**src/rtl/di_int_pkg.sv**
```systemverilog
package di_int_pkg;

   // Processing mode latched at the start of each sample set.
   typedef enum logic {
      DI_PASS  = 1'b0,
      DI_INTEG = 1'b1
   } di_mode_e;

endpackage

```
**src/rtl/di_int_cfg.sv**
```systemverilog
module di_int_cfg #(
   parameter int CFG_W = 8
) (
   input  logic             clk,
   input  logic             rst_n,
   input  logic             wr,
   input  logic [CFG_W-1:0] wdata,
   output logic [CFG_W-1:0] rdata,
   output logic             integ_req
);

   logic [CFG_W-1:0] reg_q;

   always_ff @(posedge clk or negedge rst_n) begin
      if (!rst_n)  reg_q <= '0;
      else if (wr) reg_q <= wdata;
   end

   assign rdata     = reg_q;
   assign integ_req = reg_q[0];

endmodule

```
**src/rtl/di_int_seq.sv**
```systemverilog
module di_int_seq
   import di_int_pkg::*;
#(
   parameter int NCH   = 4,
   parameter int SMP_W = 24,
   parameter int CH_W  = $clog2(NCH)
) (
   input  logic                 clk,
   input  logic                 rst_n,
   input  logic                 in_valid,
   input  logic [NCH*SMP_W-1:0] in_data,
   input  logic                 integ_req,
   output logic [NCH*SMP_W-1:0] smp_q,
   output di_mode_e             mode_q,
   output logic [CH_W-1:0]      ch_q,
   output logic                 busy_q,
   output logic                 last
);

   localparam logic [CH_W-1:0] CH_LAST = CH_W'(NCH - 1);

   logic start;

   assign start = in_valid && !busy_q;
   assign last  = busy_q && (ch_q == CH_LAST);

   always_ff @(posedge clk or negedge rst_n) begin
      if (!rst_n) begin
         smp_q  <= '0;
         mode_q <= DI_PASS;
         ch_q   <= '0;
         busy_q <= 1'b0;
      end else if (start) begin
         smp_q  <= in_data;
         mode_q <= integ_req ? DI_INTEG : DI_PASS;
         ch_q   <= '0;
         busy_q <= 1'b1;
      end else if (busy_q) begin
         if (last) begin
            busy_q <= 1'b0;
            ch_q   <= '0;
         end else begin
            ch_q <= ch_q + 1'b1;
         end
      end
   end

endmodule

```
**src/rtl/di_int_lane.sv**
```systemverilog
module di_int_lane
   import di_int_pkg::*;
#(
   parameter int NCH     = 4,
   parameter int SMP_W   = 24,
   parameter int ACC_W   = 32,
   parameter int LEAK_SH = 12,
   parameter int OUT_SH  = 8,
   parameter int CH_W    = $clog2(NCH)
) (
   input  logic                 clk,
   input  logic                 rst_n,
   input  logic                 step,
   input  logic                 last,
   input  logic [CH_W-1:0]      ch,
   input  di_mode_e             mode,
   input  logic [NCH*SMP_W-1:0] smp_flat,
   output logic [NCH*SMP_W-1:0] out_flat,
   output logic [NCH*ACC_W-1:0] acc_flat,
   output logic                 out_valid
);

   localparam int SUM_W = ACC_W + 2;
   localparam int OVF_W = ACC_W - SMP_W + 1;

   logic signed [ACC_W-1:0] acc_q [NCH];
   logic signed [SMP_W-1:0] res_q [NCH];

   logic signed [SMP_W-1:0] x_cur;
   logic signed [ACC_W-1:0] a_cur;
   logic signed [ACC_W-1:0] a_leak;
   logic signed [SUM_W-1:0] sum;
   logic signed [ACC_W-1:0] a_next;
   logic signed [ACC_W-1:0] shifted;
   logic signed [SMP_W-1:0] y_cur;

   assign x_cur  = smp_flat[ch*SMP_W +: SMP_W];
   assign a_cur  = acc_q[ch];
   assign a_leak = a_cur >>> LEAK_SH;

   // Shared datapath: leak, add, clamp to the accumulator range.
   always_comb begin
      sum = {{2{a_cur[ACC_W-1]}}, a_cur}
          - {{2{a_leak[ACC_W-1]}}, a_leak}
          + {{(SUM_W-SMP_W){x_cur[SMP_W-1]}}, x_cur};
      if (sum[SUM_W-1:ACC_W-1] == {3{sum[SUM_W-1]}})
         a_next = sum[ACC_W-1:0];
      else if (sum[SUM_W-1])
         a_next = {1'b1, {(ACC_W-1){1'b0}}};
      else
         a_next = {1'b0, {(ACC_W-1){1'b1}}};
   end

   assign shifted = a_next >>> OUT_SH;

   // Output scaling: clamp only when the shifted range can exceed the sample width.
   generate
      if (ACC_W - OUT_SH > SMP_W) begin : g_sat_out
         always_comb begin
            if (shifted[ACC_W-1:SMP_W-1] == {OVF_W{shifted[ACC_W-1]}})
               y_cur = shifted[SMP_W-1:0];
            else if (shifted[ACC_W-1])
               y_cur = {1'b1, {(SMP_W-1){1'b0}}};
            else
               y_cur = {1'b0, {(SMP_W-1){1'b1}}};
         end
      end else begin : g_fit_out
         assign y_cur = shifted[SMP_W-1:0];
      end
   endgenerate

   always_ff @(posedge clk or negedge rst_n) begin
      if (!rst_n) begin
         for (int i = 0; i < NCH; i++) begin
            acc_q[i] <= '0;
            res_q[i] <= '0;
         end
         out_valid <= 1'b0;
      end else begin
         out_valid <= step && last;
         if (step) begin
            if (mode == DI_INTEG) begin
               acc_q[ch] <= a_next;
               res_q[ch] <= y_cur;
            end else begin
               acc_q[ch] <= '0;
               res_q[ch] <= x_cur;
            end
         end
      end
   end

   generate
      for (genvar g = 0; g < NCH; g++) begin : g_flat
         assign out_flat[g*SMP_W +: SMP_W] = res_q[g];
         assign acc_flat[g*ACC_W +: ACC_W] = acc_q[g];
      end
   endgenerate

endmodule

```
**src/rtl/di_dt_integrator.sv**
```systemverilog
module di_dt_integrator
   import di_int_pkg::*;
#(
   parameter int NCH     = 4,
   parameter int SMP_W   = 24,
   parameter int ACC_W   = 32,
   parameter int LEAK_SH = 12,
   parameter int OUT_SH  = 8,
   parameter int CFG_W   = 8
) (
   input  logic                 clk,
   input  logic                 rst_n,
   input  logic                 cfg_wr,
   input  logic [CFG_W-1:0]     cfg_wdata,
   output logic [CFG_W-1:0]     cfg_rdata,
   input  logic                 in_valid,
   input  logic [NCH*SMP_W-1:0] in_data,
   output logic                 out_valid,
   output logic [NCH*SMP_W-1:0] out_data
);

   localparam int CH_W = $clog2(NCH);

   generate
      if (NCH < 2)             begin : g_bad_nch   $error("NCH must be at least 2");        end
      if (ACC_W <= SMP_W)      begin : g_bad_acc   $error("ACC_W must exceed SMP_W");       end
      if (LEAK_SH < 1 || LEAK_SH >= ACC_W)
                               begin : g_bad_leak  $error("LEAK_SH out of range");          end
      if (OUT_SH < 0 || OUT_SH >= ACC_W)
                               begin : g_bad_osh   $error("OUT_SH out of range");           end
      if (CFG_W < 1)           begin : g_bad_cfg   $error("CFG_W must be at least 1");      end
   endgenerate

   logic                 integ_req;
   logic [NCH*SMP_W-1:0] smp_flat;
   di_mode_e             mode;
   logic [CH_W-1:0]      ch;
   logic                 busy;
   logic                 last;
   logic [NCH*ACC_W-1:0] acc_flat;

   di_int_cfg #(.CFG_W(CFG_W)) u_cfg (
      .clk       (clk),
      .rst_n     (rst_n),
      .wr        (cfg_wr),
      .wdata     (cfg_wdata),
      .rdata     (cfg_rdata),
      .integ_req (integ_req)
   );

   di_int_seq #(.NCH(NCH), .SMP_W(SMP_W), .CH_W(CH_W)) u_seq (
      .clk       (clk),
      .rst_n     (rst_n),
      .in_valid  (in_valid),
      .in_data   (in_data),
      .integ_req (integ_req),
      .smp_q     (smp_flat),
      .mode_q    (mode),
      .ch_q      (ch),
      .busy_q    (busy),
      .last      (last)
   );

   di_int_lane #(
      .NCH(NCH), .SMP_W(SMP_W), .ACC_W(ACC_W),
      .LEAK_SH(LEAK_SH), .OUT_SH(OUT_SH), .CH_W(CH_W)
   ) u_lane (
      .clk       (clk),
      .rst_n     (rst_n),
      .step      (busy),
      .last      (last),
      .ch        (ch),
      .mode      (mode),
      .smp_flat  (smp_flat),
      .out_flat  (out_data),
      .acc_flat  (acc_flat),
      .out_valid (out_valid)
   );

endmodule

```
**config.mk**
```make
export PLATFORM = sky130hd
export DESIGN_NAME = di_dt_integrator
export DESIGN_NICKNAME = d
export VERILOG_FILES = /design/src/rtl/di_int_pkg.sv /design/src/rtl/di_int_cfg.sv /design/src/rtl/di_int_seq.sv /design/src/rtl/di_int_lane.sv /design/src/rtl/di_dt_integrator.sv
export SDC_FILE = /design/constraint.sdc
export NUM_CORES = 1
export LEC_CHECK = 0
export BUFFER_PORTS_ARGS = -buffer_cell sky130_fd_sc_hd__buf_2
export CAP_MARGIN = 10
export CORE_MARGIN = 3
export CORE_UTILIZATION = 55
export DETAILED_ROUTE_END_ITERATION = 7
export PLACE_DENSITY_LB_ADDON = 0.05
export SYNTH_ARGS = -nofsm -noshare
export SYNTH_HDL_FRONTEND = slang
export SYNTH_HIERARCHICAL = 1
export SYNTH_SLANG_ARGS = --single-unit
export TNS_END_PERCENT = 1
```
**constraint.sdc**
```tcl
create_clock -name clk -period 8.8 [get_ports clk]
set_input_delay 1.32 -clock clk [delete_from_list [all_inputs] [get_ports clk]]
set_output_delay 1.32 -clock clk [all_outputs]
set_load 0.02 [all_outputs]
```
==> results.py, run 1 <==
metrics = {
    "sta": {
        "finalWorstSetupSlack_ns": 2.776,
        "hold_viol_final": 0,
        "tns_ns": 0,
        "max_clock_freq_mhz": 166.0,
        "slew-limit-headroom_pct": 29.98,
        "count_of_pins_over_their_slew_limit": 0,
        "actual_transition_at_the_worst_max_transition_pin_ns": 1.050,
        "final.min_clock_period_ns": 6.024,
        "skew_final_ns": 0.02019,
        "rsz_0062_raised_after_global_routing": "no",
        "report.final.setup_viol": 0,
        "finalCritPeriodShare_pct": 68.46,
        "hold-worst-slack_ns": 0.4782,
    },
    "place": {
        "place.gp.congestion": 0.9678,
        "place_worst_setup_slack_ns": 2.817,
        "hpwlAfterDp_mm": 34.05,
        "io_buf_count": 212,
        "placed_cell_area_um2": 18720,
    },
    "critical_path": {
        "critPathKind": "flop to flop",
        "critPathRequiredTime_ns": 9.22,
        "timing.critical_path.cells": "buf_4 > mux4_2 > fa_1 > ha_1 > nand3_1 > nor3_1 > nand2_1 > a31oi_1 > a221o_1 > o21ai_1 > o22ai_4 > buf_4 > o21ai_2 > o221ai_1",
        "timing.critical_path.to_type": "flop",
        "critical_path.most_common_cell": "buf_4",
        "cp_slowest_cell": "mux4_2",
        "category_of_the_worst_setup_path_launch_point": "flop",
        "max_stage_delay_ns": 0.80,
        "ff2ff_setup_slack_ns": 2.78,
        "critical_path_peak_fanout": 27,
        "critical_path_arrival_ns": 6.44,
    },
    "floorplan": {
        "fp.dieW_um": 184.0,
        "initial_core_util_pct": 56.38,
        "fp.dieH_um": 184.0,
        "io-pin-count": 213,
        "die_area_um2": 33860,
        "core_area_um2": 30910,
        "num_rows": 64,
    },
    "logic_synthesis": {
        "avgSynthCellArea_um2": 11.03,
        "synthDominantAreaCellType": "dfrtp_1",
        "ys_dominant_reg_cell": "dfrtp_1",
        "ys_seq_elements": 333,
        "synth_edf_count": 0,
        "top_area_cells_in_the_synthesized_netlist": "dfrtp_1 48%, mux4_2 7.2%, o21ai_0 5.3%",
        "seq_area_frac_synth_pct": 47.81,
        "synthCells": 1580,
        "distinct_cell_type_count_of_the_synthesized_netlist": 65,
        "synth_async_sr_flop_share_pct": 100.0,
        "yosys.cell_count.top_type": "dfrtp_1",
        "synth_area_um2": 17430,
        "synth.net_count": 1756,
        "synth_largest_type_area_fraction_pct": 47.81,
        "yosysWarnings": 6,
        "commonest_cells_in_the_netlist": "333 x dfrtp_1, 186 x o21ai_0, 182 x nand2_1",
    },
    "clock_network": {
        "clk_pin_slew_ns": 0.06,
        "clock_tree_from_tritoncts": "done",
        "tritoncts.num_buffers": 36,
        "clk-insertion-delay-late_ns": 0.53,
        "cts_buffer_depth": 3,
        "cts-root-buf": "clkbuf_16",
        "h-tree-depth": 2,
        "post_cts_buffers": 0,
        "post_cts_resized": 0,
        "tritoncts_num_sinks": 333,
        "cts_hold_buffers": 0,
    },
    "global_route": {
        "grt_max_degree": 132,
        "number_of_global_route_vias_before_repair": 13132,
        "grt_use_total_pct": 29.40,
        "grt_first_pass_wirelength_mm": 77.37,
        "top_usage_layer": "met1",
        "number_of_antenna_violations_at_the_first_check_in_global_routing": 3,
        "globalRouteOverflowTotal": 0,
        "global_route.usage.met3_pct": 9.220,
        "grt_util_met1_pct": 43.82,
        "use_met2_pct": 42.84,
    },
    "final_layout": {
        "drive_gt1_share_pct": 28.00,
        "area_delta_synth_final_pct": 14.42,
        "design_area_um2": 19940,
        "nets": 1924,
    },
    "detailed_routing": {
        "drt_drc_violations_left": 0,
        "viasPerCell": 6.024,
        "dr_total_vias": 13090,
        "wire_per_inst_um": 22.58,
        "drt-total-wl_mm": 49.08,
        "final_antenna_net_count": 0,
        "first_pass_iteration_count_of_the_detailed_router": 5,
        "drt_iter0_markers": 1099,
    },
    "run": {
        "max_cap_viol_count": 0,
    },
    "outcome": {
        "run_status": "completed",
    },
    "worst_hold_path": {
        "timing.hold.worst.class": "flop to flop",
    },
}
registers in the layout, summed over array words and instances (netlist names):
name and flops:
u_seq/ch_q 2, u_seq/busy_q 1, u_lane/out_valid 1, u_lane/acc_flat 128
u_seq/smp_q 96, u_seq/mode_q 1, u_cfg/rdata 8, u_lane/out_flat 96
per-stage QoR:
step | instances | util (%)
3_5_place_dp | 2106 | 60.57
3_3_place_gp | 2106 | 60.57
6_report | 2173 | 64.52
2_1_floorplan | 1580 | -
4_1_cts | 2171 | 64.50
5_1_grt | 2172 | 64.51
layout by cell type, fill, tap and decap left out, drive strengths merged, types with 56 or more instances in the layout:
cell type | synthesis | layout
a21oi | 133 | 133
buf | 30 | 230
dfrtp | 333 | 333
inv | 95 | 95
mux2 | 105 | 105
mux4 | 56 | 56
nand2 | 182 | 182
nor2 | 76 | 76
o21ai | 200 | 200
final cells by class:
cell class	instances	area, µm²
Fill cell	2477	10970
Sequential cell	333	8338
Multi-Input combinational cell	1052	8325
Timing Repair Buffer	230	1206
Clock buffer	49	1041
Tap cell	396	495.5
Inverter	95	356.6
Clock inverter	16	173.9
Antenna cell	2	5.005
cells by family (layout without fill, tap and decap cells):
| kind of cell | after synthesis | count (layout) | share of synthesized area, % |
|---|---|---|---|
| other cells | 0 | 2 | 0 |
| simple gates | 350 | 350 | 8.780 |
| fa+ha+maj | 68 | 68 | 6.217 |
| xor+xnor | 27 | 27 | 1.357 |
| buf+inv | 195 | 390 | 4.717 |
| mux | 162 | 162 | 14.90 |
| flops | 333 | 333 | 47.81 |
| compound gates | 445 | 445 | 16.22 |
worst paths after layout:
kind | to | startpoint | cells past startpoint
setup reg to reg | u_lane/out_flat[8] | u_seq/ch_q[0] | 14
min in group asynchronous | u_lane/acc_flat[61] | rst_n | 1
max in group asynchronous | u_seq/smp_q[82] | rst_n | 2
hold / removal | u_lane/acc_flat[83] | u_lane/acc_flat[83] | 2
setup / recovery | u_lane/out_flat[8] | u_seq/ch_q[0] | 14
hold reg to reg | u_lane/acc_flat[83] | u_lane/acc_flat[83] | 2
critical path, delay by kind of cell (launching register included):
kind / cells / cell delay (ns)
flops: 1 / 0.66
simple gates: 3 / 0.73
fa+ha+maj: 2 / 0.96
compound gates: 6 / 1.59
buf+inv: 2 / 1.13
mux: 1 / 0.80
routing by layer:
| metal | wire [µm] | part of all wire (%) | up-vias |
|---|---|---|---|
| met3 | 5075 | 10 | 71 |
| met2 | 21570 | 44 | 521 |
| li1 | - | - | 5940 |
| met4 | 1044 | 2.1 | 2 |
| met1 | 21370 | 44 | 6556 |
| met5 | 18 | 0.037 | - |
Power of run 1 is not shown: default switching activity piles up to over one toggle a cycle in this logic, so the estimate is an artifact.
==> inputs of run 2 (changes only) <==
- ABC_AREA: not set -> 1
- clock period: 8.8 -> 6.1 ns (I/O delays scaled with it)
==> run 2 against run 1 <==
  * Critical path depth rose by 7
  * Clock skew rose by 0.0090 ns
  * Sequential share of layout area fell by 2.6 points
  * Critical path type unchanged
  * Critical endpoint is now u_lane/acc_flat[2]
==> results.py, run 2 <==
metrics = {
    "final_layout": {
        "final_common_cell": "nand2_1",
        "drive_gt1_share_pct": 16.94,
        "fillers": 2940,
        "multi_input_combinational_cell_area_um2": 8616,
        "nets": 2680,
        "largest_register_ff_count": 128,
        "layout.cells.most_common_list": "593 x nand2_1, 333 x dfrtp_1, 269 x nand3_1, 240 x inv_1, 211 x buf_2",
        "seqCellArea_um2": 8333,
        "area_delta_synth_final_pct": 14.93,
        "antenna_cells_inserted": 0,
    },
    "logic_synthesis": {
        "yosysWarnings": 6,
        "ys_dominant_reg_cell": "dfrtp_1",
        "top_area_cells_in_the_synthesized_netlist": "dfrtp_1 45%, nand2_1 12%, nand3_1 7.3%",
        "synth_async_sr_flop_share_pct": 100.0,
        "yosys.cell_count.top_type": "nand2_1",
        "synth_area_um2": 18480,
        "avgSynthCellArea_um2": 7.899,
        "seq_area_frac_synth_pct": 45.10,
        "synthCells": 2339,
        "distinct_cell_type_count_of_the_synthesized_netlist": 44,
        "synth_edf_count": 0,
        "synth_largest_type_area_fraction_pct": 45.10,
        "ys_seq_elements": 333,
        "synth.net_count": 2515,
        "commonest_cells_in_the_netlist": "593 x nand2_1, 333 x dfrtp_1, 269 x nand3_1",
        "synthDominantAreaCellType": "dfrtp_1",
    },
    "detailed_routing": {
        "first_pass_iteration_count_of_the_detailed_router": 5,
        "m1WireLength_mm": 26.52,
        "maxUsedRoutingLayer": "met5",
        "dr_total_vias": 17207,
        "final_antenna_net_count": 0,
        "met2RoutedLength_mm": 28.28,
        "viasPerCell": 5.786,
        "drt_drc_violations_left": 0,
        "drt-total-wl_mm": 63.54,
        "dr_wl_met3_mm": 6.006,
        "drt_iter0_markers": 1768,
        "wire_per_inst_um": 21.36,
    },
    "global_route": {
        "grt_use_total_pct": 35.59,
        "grt_max_degree": 166,
        "grt_first_pass_wirelength_mm": 98.44,
        "number_of_antenna_violations_at_the_first_check_in_global_routing": 1,
        "globalRouteOverflowTotal": 0,
        "number_of_global_route_vias_before_repair": 17127,
    },
    "critical_path": {
        "critical_path_peak_fanout": 34,
        "ff2ff_setup_slack_ns": 0.41,
        "launching_point_of_the_worst_reg2reg_path": "u_seq/ch_q[0]",
        "critPathRequiredTime_ns": 6.54,
        "critPathKind": "flop to flop",
        "critical_path_arrival_ns": 6.13,
        "worst-r2r-cell-count": 21,
        "category_of_the_worst_setup_path_launch_point": "flop",
        "timing.critical_path.to_type": "flop",
        "r2r-end": "u_lane/acc_flat[2]",
    },
    "clock_network": {
        "clk_pin_slew_ns": 0.06,
        "tritoncts_num_sinks": 333,
        "cts-root-buf": "clkbuf_16",
        "tritoncts.num_buffers": 37,
        "cts_hold_buffers": 0,
        "clock_tree_from_tritoncts": "done",
        "post_cts_buffers": 0,
        "clk-insertion-delay-late_ns": 0.56,
        "h-tree-depth": 2,
        "post_cts_resized": 0,
        "cts_buffer_depth": 3,
    },
    "sta": {
        "count_of_pins_over_their_slew_limit": 0,
        "skew_final_ns": 0.02919,
        "finalCritPeriodShare_pct": 93.22,
        "tns_ns": 0,
        "final.min_clock_period_ns": 5.687,
        "hold_viol_final": 0,
        "rsz_0062_raised_after_global_routing": "no",
        "report.final.setup_viol": 0,
        "actual_transition_at_the_worst_max_transition_pin_ns": 1.076,
        "slew-limit-headroom_pct": 28.10,
        "max_clock_freq_mhz": 175.9,
    },
    "place": {
        "io_buf_count": 212,
        "hpwlAfterDp_mm": 44.43,
        "place.gp.congestion": 1.028,
    },
    "outcome": {
        "run_status": "completed",
    },
    "floorplan": {
        "fp.dieW_um": 189.3,
        "io-pin-count": 213,
        "core_area_um2": 32780,
        "die_area_um2": 35830,
        "num_rows": 66,
        "initial_core_util_pct": 56.35,
        "fp.dieH_um": 189.3,
    },
    "worst_hold_path": {
        "timing.hold.worst.class": "input pin to asynchronous set/reset pin",
    },
    "run": {
        "max_cap_viol_count": 0,
    },
}
-- run 2: worst max-delay path, stage by stage (launching register included) --
cell and delay (ns):
dfrtp_1 0.48, inv_1 0.13, nor2_4 0.82, buf_12 0.28, a22oi_1 0.08, and2_1 0.31, fa_1 0.57, inv_1 0.04
ha_1 0.35, a21oi_1 0.38, o21bai_1 0.19, nand2_1 0.09, nand2_1 0.06, a21oi_1 0.25, nand3_1 0.19, nand2_4 0.16
nand2_2 0.08, nand2_4 0.18, and2_1 0.53, nand2_2 0.16, nand3_1 0.11, nand2_1 0.07
-- run 2: worst max path at each step --
stage | end | slack, ns | from | cells past startpoint
final | u_lane/acc_flat[2] | 0.41 | u_seq/ch_q[0] | 21
after CTS | u_lane/acc_flat[2] | 0.55 | u_seq/ch_q[0] | 24
after detailed placement | u_lane/acc_flat[2] | 0.59 | u_seq/ch_q[0] | 24
after global placement | u_lane/acc_flat[4] | 0.61 | u_seq/ch_q[0] | 22
after global routing | u_lane/acc_flat[100] | 0.09 | u_seq/ch_q[0] | 24
after floorplan | u_lane/acc_flat[54] | 1.11 | u_seq/ch_q[0] | 21
-- run 2: layout make-up --
type / count / share of cell area [%]
Clock buffer: 55 / 5.156
Clock inverter: 12 / 1.008
Inverter: 250 / 4.420
Multi-Input combinational cell: 1630 / 40.58
Sequential cell: 333 / 39.25
Tap cell: 442 / 2.605
Timing Repair Buffer: 252 / 6.989
-- run 2: per-stage QoR --
step	cell area [µm²]	util, %	hold WS (ns)	std cells	setup slack, ns
finish	21230	64.77	0.3986	2974	0.4134
global route	21230	64.77	0.4635	2974	0.09315
floorplan	18480	-	0.4400	2339	1.112
detailed placement	19920	60.77	0.4571	2907	0.5893
CTS	21230	64.77	0.4438	2974	0.5523
global placement	19920	60.77	0.4509	2907	0.6066
-- run 2: logic make-up (layout without fill, tap and decap cells) --
family / Yosys count / after routing / share of synthesized area [%]
buf+inv: 376 / 569 / 8.506
fa+ha+maj: 68 / 68 / 5.865
simple gates: 1167 / 1167 / 27.66
compound gates: 369 / 369 / 11.59
xor+xnor: 26 / 26 / 1.273
flops: 333 / 333 / 45.10
-- run 2: per-layer routing --
layer / track usage (%) / vias up
met5: 0 / -
li1: - / 7903
met4: 14.79 / 2
met3: 7.684 / 149
met2: 54.54 / 906
met1: 49.55 / 8247
Power of run 2 is left out for the same reason.
==> inputs of run 3 (changes only) <==
- CTS_BUF_LIST: not set -> sky130_fd_sc_hd__clkbuf_4
==> run 3 against run 2 <==
  * Clock skew up 0.023 ns
  * Critical path depth unchanged
  * Worst setup slack better by 0.0068 ns
  * First-iteration DRC count up 4.0%
  * Die area unchanged
  * Design area down 0.67%
  * Utilization down 0.43 points
  * Non-clock buffer count unchanged
  * Wire length up 0.90%
  * Critical endpoint is now u_lane/acc_flat[33]
==> results.py, run 3 (synthesis gave the netlist of run 2 again) <==
metrics = {
    "floorplan": {
        "fp.dieH_um": 189.3,
        "io-pin-count": 213,
        "core_area_um2": 32780,
        "fp.dieW_um": 189.3,
        "die_area_um2": 35830,
        "num_rows": 66,
        "initial_core_util_pct": 56.35,
    },
    "place": {
        "place_worst_setup_slack_ns": 0.5893,
        "place.gp.congestion": 1.028,
        "hpwlAfterDp_mm": 44.43,
        "io_buf_count": 212,
    },
    "detailed_routing": {
        "drt_iter0_markers": 1838,
        "wire_per_inst_um": 20.92,
        "final_antenna_net_count": 0,
        "m1WireLength_mm": 26.06,
        "viasPerCell": 5.719,
        "drt-total-wl_mm": 64.11,
        "drt_drc_violations_left": 0,
        "first_pass_iteration_count_of_the_detailed_router": 6,
        "met2RoutedLength_mm": 28.54,
        "maxUsedRoutingLayer": "met4",
        "dr_total_vias": 17529,
        "dr_wl_met3_mm": 6.805,
    },
    "outcome": {
        "run_status": "completed",
    },
    "clock_network": {
        "clock_tree_from_tritoncts": "done",
        "cts_buffer_depth": 3,
        "cts-root-buf": "clkbuf_4",
        "tritoncts_num_sinks": 333,
        "cts_hold_buffers": 0,
        "post_cts_resized": 0,
        "h-tree-depth": 3,
        "tritoncts.num_buffers": 90,
        "clk-insertion-delay-late_ns": 0.78,
        "clk_pin_slew_ns": 0.06,
        "post_cts_buffers": 0,
    },
    "worst_hold_path": {
        "timing.hold.worst.class": "input pin to asynchronous set/reset pin",
    },
    "critical_path": {
        "worstPathBufferInverterCount": 3,
        "critPathRequiredTime_ns": 6.75,
        "ff2ff_setup_slack_ns": 0.42,
        "critical_path.most_common_cell": "nand2_1",
        "timing.critical_path.to_type": "flop",
        "category_of_the_worst_setup_path_launch_point": "flop",
        "critPathKind": "flop to flop",
        "max_stage_delay_ns": 0.82,
        "path_delay_family": "simple AND/OR/NAND/NOR gates",
        "timing.critical_path.cells": "inv_1 > nor2_4 > buf_12 > a22oi_1 > and2_1 > fa_1 > inv_1 > ha_1 > a21oi_1 > o21bai_1 > nand2_1 > nand2_1 > a21oi_1 > nand3_1 > nand2_4 > nand2_2 > nand2_4 > and2_1 > nand2_2 > nand3_1 > nand2_1",
        "critical_path_arrival_ns": 6.33,
        "cp_slowest_cell": "nor2_4",
        "critical_path_peak_fanout": 34,
    },
    "global_route": {
        "grt_use_total_pct": 35.91,
        "number_of_global_route_vias_before_repair": 17470,
        "grt_first_pass_wirelength_mm": 99.04,
        "grt_max_degree": 166,
        "globalRouteOverflowTotal": 0,
        "number_of_antenna_violations_at_the_first_check_in_global_routing": 1,
    },
    "final_layout": {
        "largest_register_ff_count": 128,
        "fin_util_pct": 64.33,
        "drive_gt1_share_pct": 19.79,
        "layout.cells.most_common_list": "593 x nand2_1, 333 x dfrtp_1, 269 x nand3_1, 240 x inv_1, 211 x buf_2",
        "nets": 2733,
        "area_delta_synth_final_pct": 14.15,
        "final_common_cell": "nand2_1",
    },
    "sta": {
        "slew-limit-headroom_pct": 28.30,
        "finalCritPeriodShare_pct": 93.11,
        "skew_final_ns": 0.05246,
        "rsz_0062_raised_after_global_routing": "no",
        "tns_ns": 0,
        "final.min_clock_period_ns": 5.680,
        "max_clock_freq_mhz": 176.1,
        "report.final.setup_viol": 0,
        "actual_transition_at_the_worst_max_transition_pin_ns": 1.073,
        "hold_viol_final": 0,
        "finalWorstSetupSlack_ns": 0.4202,
        "count_of_pins_over_their_slew_limit": 0,
    },
    "run": {
        "max_cap_viol_count": 0,
    },
}
[run 3: cell count changes in the layout (fill, tap and decap cells not counted), sizes merged]
| cell | previous run | this run |
|---|---|---|
| clkbuf | 55 | 142 |
| clkinv | 10 | 14 |
| clkinvlp | 0 | 1 |
| bufinv | 5 | 1 |
| diode | 0 | 1 |
| inv | 247 | 249 |
[run 3: path summary, 6_finish.rpt]
kind / depth (start not counted) / end / startpoint
worst max register to register: 21 / u_lane/acc_flat[33] / u_seq/ch_q[0]
worst min register to register: 2 / u_cfg/rdata[6] / u_cfg/rdata[6]
max in group asynchronous: 2 / u_lane/acc_flat[75] / rst_n
worst min-delay path: 1 / u_lane/out_flat[91] / rst_n
worst max-delay path: 21 / u_lane/acc_flat[33] / u_seq/ch_q[0]
min in group clk: 3 / u_cfg/rdata[1] / cfg_wdata[1]
[run 3: layer usage]
layer  up-vias  GRT usage, %
met5         -             0
met4         0         14.64
met3       167         10.28
met2       940         54.54
met1      8349         48.85
li1       8073             -
[run 3: cell type report]
class | instances | area (µm²)
Clock inverter | 15 | 97.59
Sequential cell | 333 | 8333
Clock buffer | 142 | 1066
Timing Repair Buffer | 252 | 1484
Antenna cell | 1 | 2.502
Tap cell | 442 | 553.0
Fill cell | 3004 | 11690
Inverter | 250 | 938.4
Multi-Input combinational cell | 1630 | 8616
[run 3: through the flow]
step	cell area, µm²	cells	hold slack, ns
2_1_floorplan	18480	2339	0.4400
3_3_place_gp	19920	2907	0.4509
3_5_place_dp	19920	2907	0.4571
4_1_cts	21090	3064	0.1695
5_1_grt	21090	3065	0.1843
6_report	21090	3065	0.1813
Power of run 3 is left out for the same reason.
